<file path="src/rtl/ohp_pkg.sv">
package ohp_pkg;
  localparam int POH_BYTES     = 9;
  localparam int BITS_PER_BYTE = 8;
  localparam int SEL_W         = 4;

  typedef enum logic [SEL_W-1:0] {
    POH_J1 = 4'd0,
    POH_B3 = 4'd1,
    POH_C2 = 4'd2,
    POH_G1 = 4'd3,
    POH_F2 = 4'd4,
    POH_H4 = 4'd5,
    POH_Z3 = 4'd6,
    POH_Z4 = 4'd7,
    POH_Z5 = 4'd8
  } poh_sel_e;
endpackage

</file>
<file path="src/rtl/ohp_clkdiv.sv">
module ohp_clkdiv #(
  parameter int DIV = 4
) (
  input  logic clk,
  input  logic rst,
  output logic fall_en,
  output logic rise_en
);
  localparam int DIV_W = (DIV > 2) ? $clog2(DIV) : 1;
  localparam logic [DIV_W-1:0] HALF_M1 = DIV_W'(DIV / 2 - 1);
  localparam logic [DIV_W-1:0] LAST    = DIV_W'(DIV - 1);

  logic [DIV_W-1:0] cnt;

  always_ff @(posedge clk) begin
    if (rst)            cnt <= '0;
    else if (cnt == LAST) cnt <= '0;
    else                cnt <= cnt + 1'b1;
  end

  // phase enables: falling phase mid period, rising phase at period end
  always_comb begin
    fall_en = (cnt == HALF_M1);
    rise_en = (cnt == LAST);
  end

  AST_PHASE_ALTERNATE: assert property (@(posedge clk) disable iff (rst)
    rise_en |=> !rise_en);
endmodule

</file>
<file path="src/rtl/ohp_seq.sv">
module ohp_seq
  import ohp_pkg::*;
#(
  parameter int BYTE_PERIOD = 10,
  parameter int FCNT_W      = 8
) (
  input  logic              clk,
  input  logic              rst,
  input  logic              fall_en,
  input  logic              rise_en,
  output logic              en_d,
  output logic              frame_d,
  output logic              samp_first,
  output logic              samp_on,
  output logic              samp_last,
  output logic              valid_o,
  output logic [SEL_W-1:0]  sel_o,
  output logic [FCNT_W-1:0] frame_cnt_o
);
  localparam int SLOT_W = $clog2(BYTE_PERIOD);
  localparam logic [SLOT_W-1:0] LAST_SLOT  = SLOT_W'(BYTE_PERIOD - 1);
  localparam logic [SLOT_W-1:0] START_SLOT = SLOT_W'(BYTE_PERIOD - 2);
  localparam logic [SLOT_W-1:0] BIT_SLOTS  = SLOT_W'(BITS_PER_BYTE);
  localparam logic [SEL_W-1:0]  LAST_BYTE  = SEL_W'(POH_BYTES - 1);

  logic [SLOT_W-1:0] slot, slot_nxt;
  logic [SEL_W-1:0]  byte_idx, byte_nxt;

  always_comb begin
    if (slot == LAST_SLOT) begin
      slot_nxt = '0;
      byte_nxt = (byte_idx == LAST_BYTE) ? '0 : byte_idx + 1'b1;
    end else begin
      slot_nxt = slot + 1'b1;
      byte_nxt = byte_idx;
    end
    // strobe high for slots 0..7: leads the first bit by one period
    en_d       = (slot_nxt < BIT_SLOTS);
    frame_d    = en_d && (byte_nxt == '0);
    // bits live in slots 1..8
    samp_on    = rise_en && (slot != '0) && (slot <= BIT_SLOTS);
    samp_first = rise_en && (slot == SLOT_W'(1));
    samp_last  = rise_en && (slot == BIT_SLOTS);
  end

  always_ff @(posedge clk) begin
    if (rst) begin
      slot        <= START_SLOT;
      byte_idx    <= LAST_BYTE;
      valid_o     <= 1'b0;
      sel_o       <= '0;
      frame_cnt_o <= '0;
    end else begin
      if (fall_en) begin
        slot     <= slot_nxt;
        byte_idx <= byte_nxt;
      end
      valid_o <= samp_last;
      if (samp_last) begin
        sel_o <= byte_idx;
        if (byte_idx == LAST_BYTE) frame_cnt_o <= frame_cnt_o + 1'b1;
      end
    end
  end

  AST_VALID_PULSE: assert property (@(posedge clk) disable iff (rst)
    valid_o |=> !valid_o);
  AST_FCNT_STEP: assert property (@(posedge clk) disable iff (rst)
    (valid_o && sel_o == LAST_BYTE && !$past(rst)) |-> frame_cnt_o == FCNT_W'($past(frame_cnt_o) + 1'b1));
  AST_FCNT_HOLD: assert property (@(posedge clk) disable iff (rst)
    !(valid_o && sel_o == LAST_BYTE) |-> $stable(frame_cnt_o));
  AST_SEL_RANGE: assert property (@(posedge clk) disable iff (rst)
    valid_o |-> sel_o <= LAST_BYTE);
endmodule

</file>
<file path="src/rtl/ohp_lane.sv">
module ohp_lane
  import ohp_pkg::*;
(
  input  logic       clk,
  input  logic       rst,
  input  logic       fall_en,
  input  logic       rise_en,
  input  logic       en_d,
  input  logic       frame_d,
  input  logic       samp_first,
  input  logic       samp_on,
  input  logic       samp_last,
  input  logic       ins_i,
  input  logic       din_i,
  input  logic [7:0] def_i,
  output logic       oh_clk_o,
  output logic       oh_en_o,
  output logic       oh_frame_o,
  output logic [7:0] byte_o,
  output logic       ovr_o
);
  logic [BITS_PER_BYTE-2:0] shreg;
  logic                     all_ins;
  logic                     take_ext;

  always_comb take_ext = all_ins && ins_i;

  always_ff @(posedge clk) begin
    if (rst) begin
      oh_clk_o   <= 1'b0;
      oh_en_o    <= 1'b0;
      oh_frame_o <= 1'b0;
      shreg      <= '0;
      all_ins    <= 1'b0;
      byte_o     <= '0;
      ovr_o      <= 1'b0;
    end else begin
      if (rise_en)      oh_clk_o <= 1'b1;
      else if (fall_en) oh_clk_o <= 1'b0;
      if (fall_en) begin
        oh_en_o    <= en_d;
        oh_frame_o <= frame_d;
      end
      if (samp_on) begin
        shreg   <= samp_first ? {{(BITS_PER_BYTE-2){1'b0}}, din_i} : {shreg[BITS_PER_BYTE-3:0], din_i};
        all_ins <= samp_first ? ins_i : take_ext;
      end
      if (samp_last) begin
        ovr_o  <= take_ext;
        byte_o <= take_ext ? {shreg, din_i} : def_i;
      end
    end
  end

  AST_EN_ON_FALL: assert property (@(posedge clk) disable iff (rst)
    $rose(oh_en_o) |-> $fell(oh_clk_o));
  AST_FRAME_IN_EN: assert property (@(posedge clk) disable iff (rst)
    oh_frame_o |-> oh_en_o);
  AST_BYTE_HOLD: assert property (@(posedge clk) disable iff (rst)
    !$past(samp_last) |-> ($stable(byte_o) && $stable(ovr_o)));
  AST_SAMPLE_ON_RISE: assert property (@(posedge clk) disable iff (rst)
    samp_on |=> oh_clk_o);
endmodule

</file>
<file path="src/rtl/ohp_ins_port.sv">
module ohp_ins_port
  import ohp_pkg::*;
#(
  parameter int NUM_CH      = 12,
  parameter int DIV         = 4,
  parameter int BYTE_PERIOD = 10,
  parameter int FCNT_W      = 8
) (
  input  logic                clk,
  input  logic                rst,
  input  logic [NUM_CH-1:0]   ins_i,
  input  logic [NUM_CH-1:0]   din_i,
  input  logic [8*NUM_CH-1:0] def_i,
  output logic [NUM_CH-1:0]   oh_clk_o,
  output logic [NUM_CH-1:0]   oh_frame_o,
  output logic [NUM_CH-1:0]   oh_en_o,
  output logic [8*NUM_CH-1:0] byte_o,
  output logic [NUM_CH-1:0]   ovr_o,
  output logic                valid_o,
  output logic [3:0]          sel_o,
  output logic [FCNT_W-1:0]   frame_cnt_o
);
  // BYTE_PERIOD must be at least 9 (lead period plus eight bits); DIV even, >= 2
  logic fall_en, rise_en;
  logic en_d, frame_d, samp_first, samp_on, samp_last;

  ohp_clkdiv #(.DIV(DIV)) u_div (
    .clk(clk), .rst(rst), .fall_en(fall_en), .rise_en(rise_en)
  );

  ohp_seq #(.BYTE_PERIOD(BYTE_PERIOD), .FCNT_W(FCNT_W)) u_seq (
    .clk(clk), .rst(rst), .fall_en(fall_en), .rise_en(rise_en),
    .en_d(en_d), .frame_d(frame_d), .samp_first(samp_first),
    .samp_on(samp_on), .samp_last(samp_last), .valid_o(valid_o),
    .sel_o(sel_o), .frame_cnt_o(frame_cnt_o)
  );

  for (genvar c = 0; c < NUM_CH; c++) begin : g_lane
    ohp_lane u_lane (
      .clk(clk), .rst(rst), .fall_en(fall_en), .rise_en(rise_en),
      .en_d(en_d), .frame_d(frame_d), .samp_first(samp_first),
      .samp_on(samp_on), .samp_last(samp_last),
      .ins_i(ins_i[c]), .din_i(din_i[c]), .def_i(def_i[8*c +: 8]),
      .oh_clk_o(oh_clk_o[c]), .oh_en_o(oh_en_o[c]), .oh_frame_o(oh_frame_o[c]),
      .byte_o(byte_o[8*c +: 8]), .ovr_o(ovr_o[c])
    );
  end

  AST_OVR_NEEDS_VALID: assert property (@(posedge clk) disable iff (rst)
    $rose(ovr_o[0]) |-> valid_o);
endmodule

</file>
<file path="config.mk">
export PLATFORM = sky130hd
export DESIGN_NAME = ohp_ins_port
export DESIGN_NICKNAME = d
export VERILOG_FILES = /design/src/rtl/ohp_pkg.sv /design/src/rtl/ohp_clkdiv.sv /design/src/rtl/ohp_seq.sv /design/src/rtl/ohp_lane.sv /design/src/rtl/ohp_ins_port.sv
export SDC_FILE = /design/constraint.sdc
export NUM_CORES = 1
export LEC_CHECK = 0
export ABC_AREA = 1
export BUFFER_PORTS_ARGS = -buffer_cell sky130_fd_sc_hd__buf_2
export CORE_MARGIN = 5
export CORE_UTILIZATION = 58
export CTS_BUF_LIST = sky130_fd_sc_hd__clkbuf_8
export DETAILED_ROUTE_END_ITERATION = 8
export PLACE_DENSITY_LB_ADDON = 0.3
export RECOVER_POWER = 100
export SLEW_MARGIN = 20
export SYNTH_ARGS = -nofsm -noshare
export SYNTH_HDL_FRONTEND = slang
export SYNTH_SLANG_ARGS = --single-unit
</file>
<file path="constraint.sdc">
create_clock -name clk -period 3.45 [get_ports clk]
set_clock_uncertainty 0.05 [all_clocks]
set_input_delay 0.1725 -clock clk [delete_from_list [all_inputs] [get_ports clk]]
set_output_delay 0.1725 -clock clk [all_outputs]
set_load 0.03 [all_outputs]
</file>
==> run summary <==
The H-tree was split into 2 levels. The worst-case IR drop observed on VDD is 0.279 mV. The synthesized area divided by synthesized cell count is 8.22 µm², and the HPWL after detailed placement is 16600 µm.

Dividing the detail-routed wire length by the instance count gives 16.8 µm. Initial antenna violation count: 2. The logs give 637 for the violation count after the first detailed-route iteration and 1825 for the final standard cell count with taps included and fillers excluded. In this run the remaining antenna-violating nets after routing total 0. The netlist uses 30 different library cells. The arrival time at the worst endpoint was 3.33 ns; the share of the core filled with cells was 0.768. Via total after detailed routing: 10113. The area of the core was 17100 µm²; the share of post-route cells with drive strength above 1 was 0.158. The critical path goes through inv_2, nor2_4, nand3_4, inv_6, buf_12, o21ai_0, a31oi_1, dlygate4sd3_1.

Post-placement setup slack: 1.01 ns. The tools report the starting density of the core as 0.584. The async set-or-reset flop fraction in the synthesized netlist was 0; the maximum clock path buffer count was 3. The clock edge transition at the registers on the reported setup and hold paths works out to 0.06 ns.

In this run, synthesis produced a sequential element count of 230. In this run, synthesis inferred 0 flip-flops with an integrated enable. The final clock period utilization by the worst path was 0.848. The number of global-route vias before repair is 10070, and the headroom to the max-slew limit is 0.153. On the worst path, the slowest cell contributes a delay of 0.59 ns.

Setup violations remaining at the end of the flow were counted as 0. The global-route wire length before repair is 49200 µm, and the final critical delay including setup and external delays is 2.93 ns. The post-synthesis sequential area ratio is 0.460. The remaining routing DRC violations is 0.

Counting every instance in the synthesized netlist gives 1217. The tools report the area of the die as 20000 µm². Derived from the worst setup path, the maximum achievable clock frequency is 0.342 GHz.

The congestion estimate from routability-driven global placement came to 0.820. Count of yosys warnings during synthesis: 0. The floorplan row count was 48; the top-level I/O count was 279.

For this run, the post-layout net count is 1697. At the pin with the least slew margin, the transition time is 1.27 ns. For this design the static power due to leakage is 5.48 nW.

For the netlist area before placement, the log shows 10000 µm². Area growth from synthesis to layout: 31.4%. The logs give 0.294 for the overall track demand over capacity in global routing and 3.85 ns for the required time of the critical path. Number of optimization iterations in the first detailed-route pass: 5. For the total count of hold-check failures in the final report, the log shows 0.

TritonCTS built the clock tree. Clock tree synthesis found a total of 230 sinks. Including well taps, the total number of placed cells is 1592. The number of max-slew violations in the final report is 0, and the die height is 141 µm.

The tools report the total wire length after detailed routing as 30600 µm. The run gives 105 as the pin count of the biggest net entering global routing. The via density per instance was 5.54.

Summed over all layers, the global routing overflow is 0. Count of buffers inserted at the top-level ports: 278. For this design, the slowest cell found on the critical path is sky130_fd_sc_hd__dlygate4sd3_1. The power per cell area works out to 491 nW/µm². Post-synthesis net count: 1344.

The worst-case setup margin in the final layout is 0.525 ns. For the clock latency reported for the late side of the worst-skew pair, the log shows 0.52 ns. Buffers inserted during clock tree synthesis total 39.

After filler insertion, the fill cell instance count of the layout stands at 1215. The count of max-cap constraint violations is 0. Along the worst path, the maximum fanout reaches 104.

The run finished with clean final reports. The category of the worst setup path launch point was a flop. Adding up every negative setup slack in the final design gives 0 ns. The worst setup path is captured at a flop. The predominant post-synthesis flop cell is sky130_fd_sc_hd__dfxtp_1. The critical path is of the reg -> reg type. The tools report the root cell of the clock tree as sky130_fd_sc_hd__clkbuf_8. Setup repair after global routing left no endpoint under its margin.

Class of the tightest hold or removal check: in -> reg. The floorplan step set the die width to 141 µm.
==> per-stage QoR <==
| step | total power, mW | hold WS [ns] | cell area [µm²] |
|---|---|---|---|
| after floorplan | 3.65 | 0.283 | 10000 |
| after global placement | 3.86 | 0.390 | 11000 |
| after detailed placement | 3.88 | 0.396 | 11000 |
| after CTS | 6.47 | 0.0136 | 13400 |
| after global routing | 6.72 | 0.0358 | 13100 |
| final | 6.45 | 0.0321 | 13100 |
==> critical path: cells and delay by family, from the launching register on <==
kind | cells | cell delay, ns
DFF | 1 | 0.44
buffers and inverters | 4 | 1.50
AOI/OAI and AO/OA | 2 | 0.47
and+or+nand+nor | 2 | 0.32
==> synth_stat cells, types with 5 or more instances <==
library cell / instances / area, µm²
sky130_fd_sc_hd__nor2_1: 19 / 71.3
sky130_fd_sc_hd__clkbuf_1: 37 / 139
sky130_fd_sc_hd__buf_1: 11 / 41.3
sky130_fd_sc_hd__buf_2: 28 / 140
sky130_fd_sc_hd__nor3_1: 5 / 25.0
sky130_fd_sc_hd__a31oi_1: 97 / 607
sky130_fd_sc_hd__o21ai_1: 16 / 80.1
sky130_fd_sc_hd__a211oi_2: 70 / 876
sky130_fd_sc_hd__nand2_1: 209 / 785
sky130_fd_sc_hd__buf_6: 9 / 101
sky130_fd_sc_hd__a21oi_1: 111 / 556
sky130_fd_sc_hd__buf_4: 52 / 390
sky130_fd_sc_hd__nand3_1: 53 / 265
sky130_fd_sc_hd__inv_1: 121 / 454
sky130_fd_sc_hd__o21ai_0: 113 / 566
sky130_fd_sc_hd__ha_1: 5 / 62.6
sky130_fd_sc_hd__dfxtp_1: 230 / 4600
sky130_fd_sc_hd__o221ai_1: 12 / 105
==> cell families (layout without fill, tap and decap cells) <==
family / count (synthesis) / count (layout) / share of synthesized area
AO/OA/AOI/OAI: 422 / 422 / 0.281
XOR/XNOR: 2 / 2 / 0.00175
adder cells (fa/ha/maj): 5 / 5 / 0.00625
buffers and inverters: 263 / 644 / 0.128
flip-flops: 230 / 230 / 0.460
other: 0 / 2 / 0
AND/OR/NAND/NOR: 295 / 295 / 0.122
==> where the power goes <==
group	internal, mW	switching, mW	leakage [nW]
sequential	2.82	0.121	1.86
clock	1.39	1.08	0.459
combinational	0.388	0.648	3.15
total	4.60	1.85	5.48
==> registers in the layout (all words and copies together) (netlist names), 4 cells and up <==
signal                 flops
g_lane.u_lane.all_ins     12
g_lane.u_lane.byte_o      96
g_lane.u_lane.ovr_o       12
g_lane.u_lane.shreg       84
u_seq.byte_idx             4
u_seq.frame_cnt_o          8
u_seq.sel_o                4
u_seq.slot                 4
==> cell usage in the layout (no fill, tap or decap), drive strengths merged <==
cell	instances
nand2	210
buf	129
nor3	5
nand3	55
a31oi	97
clkinv	6
dfxtp	230
clkbuf	212
nor2	21
xor2	1
nand4	4
o21ai	129
o211ai	2
inv	134
ha	5
o221ai	12
xnor2	1
diode	2
a21oi	111
dlygate4sd3	162
clkinvlp	1
a211oi	71
==> what timing repair did <==
action | in CTS | in global routing
endpoints found under the setup margin | 0 | 0
resized for setup | 0 | 0
hold buffers | 162 | 0
endpoints found under the hold margin | 116 | 0
setup buffers | 0 | 0
==> routing by layer <==
metal / GRT usage / up-vias / routed length [µm]
met5: 0 / - / 0
met3: 0.0620 / 103 / 2270
met2: 0.522 / 474 / 15300
met1: 0.341 / 4681 / 11900
li1: - / 4855 / -
met4: 0.127 / 0 / 1170
==> layout make-up <==
type                            instances  area, µm²  share of cell area
Sequential cell                       230       4600               0.350
Inverter                              126        480              0.0366
Clock inverter                         15       63.8             0.00486
Timing Repair Buffer                  449       2910               0.221
Antenna cell                            2       5.00            0.000381
Multi-Input combinational cell        724       4060               0.309
Clock buffer                           54        743              0.0565
Tap cell                              225        282              0.0214
==> path summary, 6_finish.rpt <==
| check | slack [ns] | cells past startpoint | from | endpoint |
|---|---|---|---|---|
| max | 0.52 | 8 | u_seq.slot[3] | g_lane[10].u_lane.byte_o[0] |
| min reg2reg | 0.41 | 2 | g_lane[7].u_lane.shreg[6] | g_lane[7].u_lane.shreg[6] |
| max reg2reg | 0.52 | 8 | u_seq.slot[3] | g_lane[10].u_lane.byte_o[0] |
| min | 0.03 | 3 | ins_i[11] | g_lane[11].u_lane.byte_o[5] |
No activity file was read; power rests on OpenSTA's default activity.
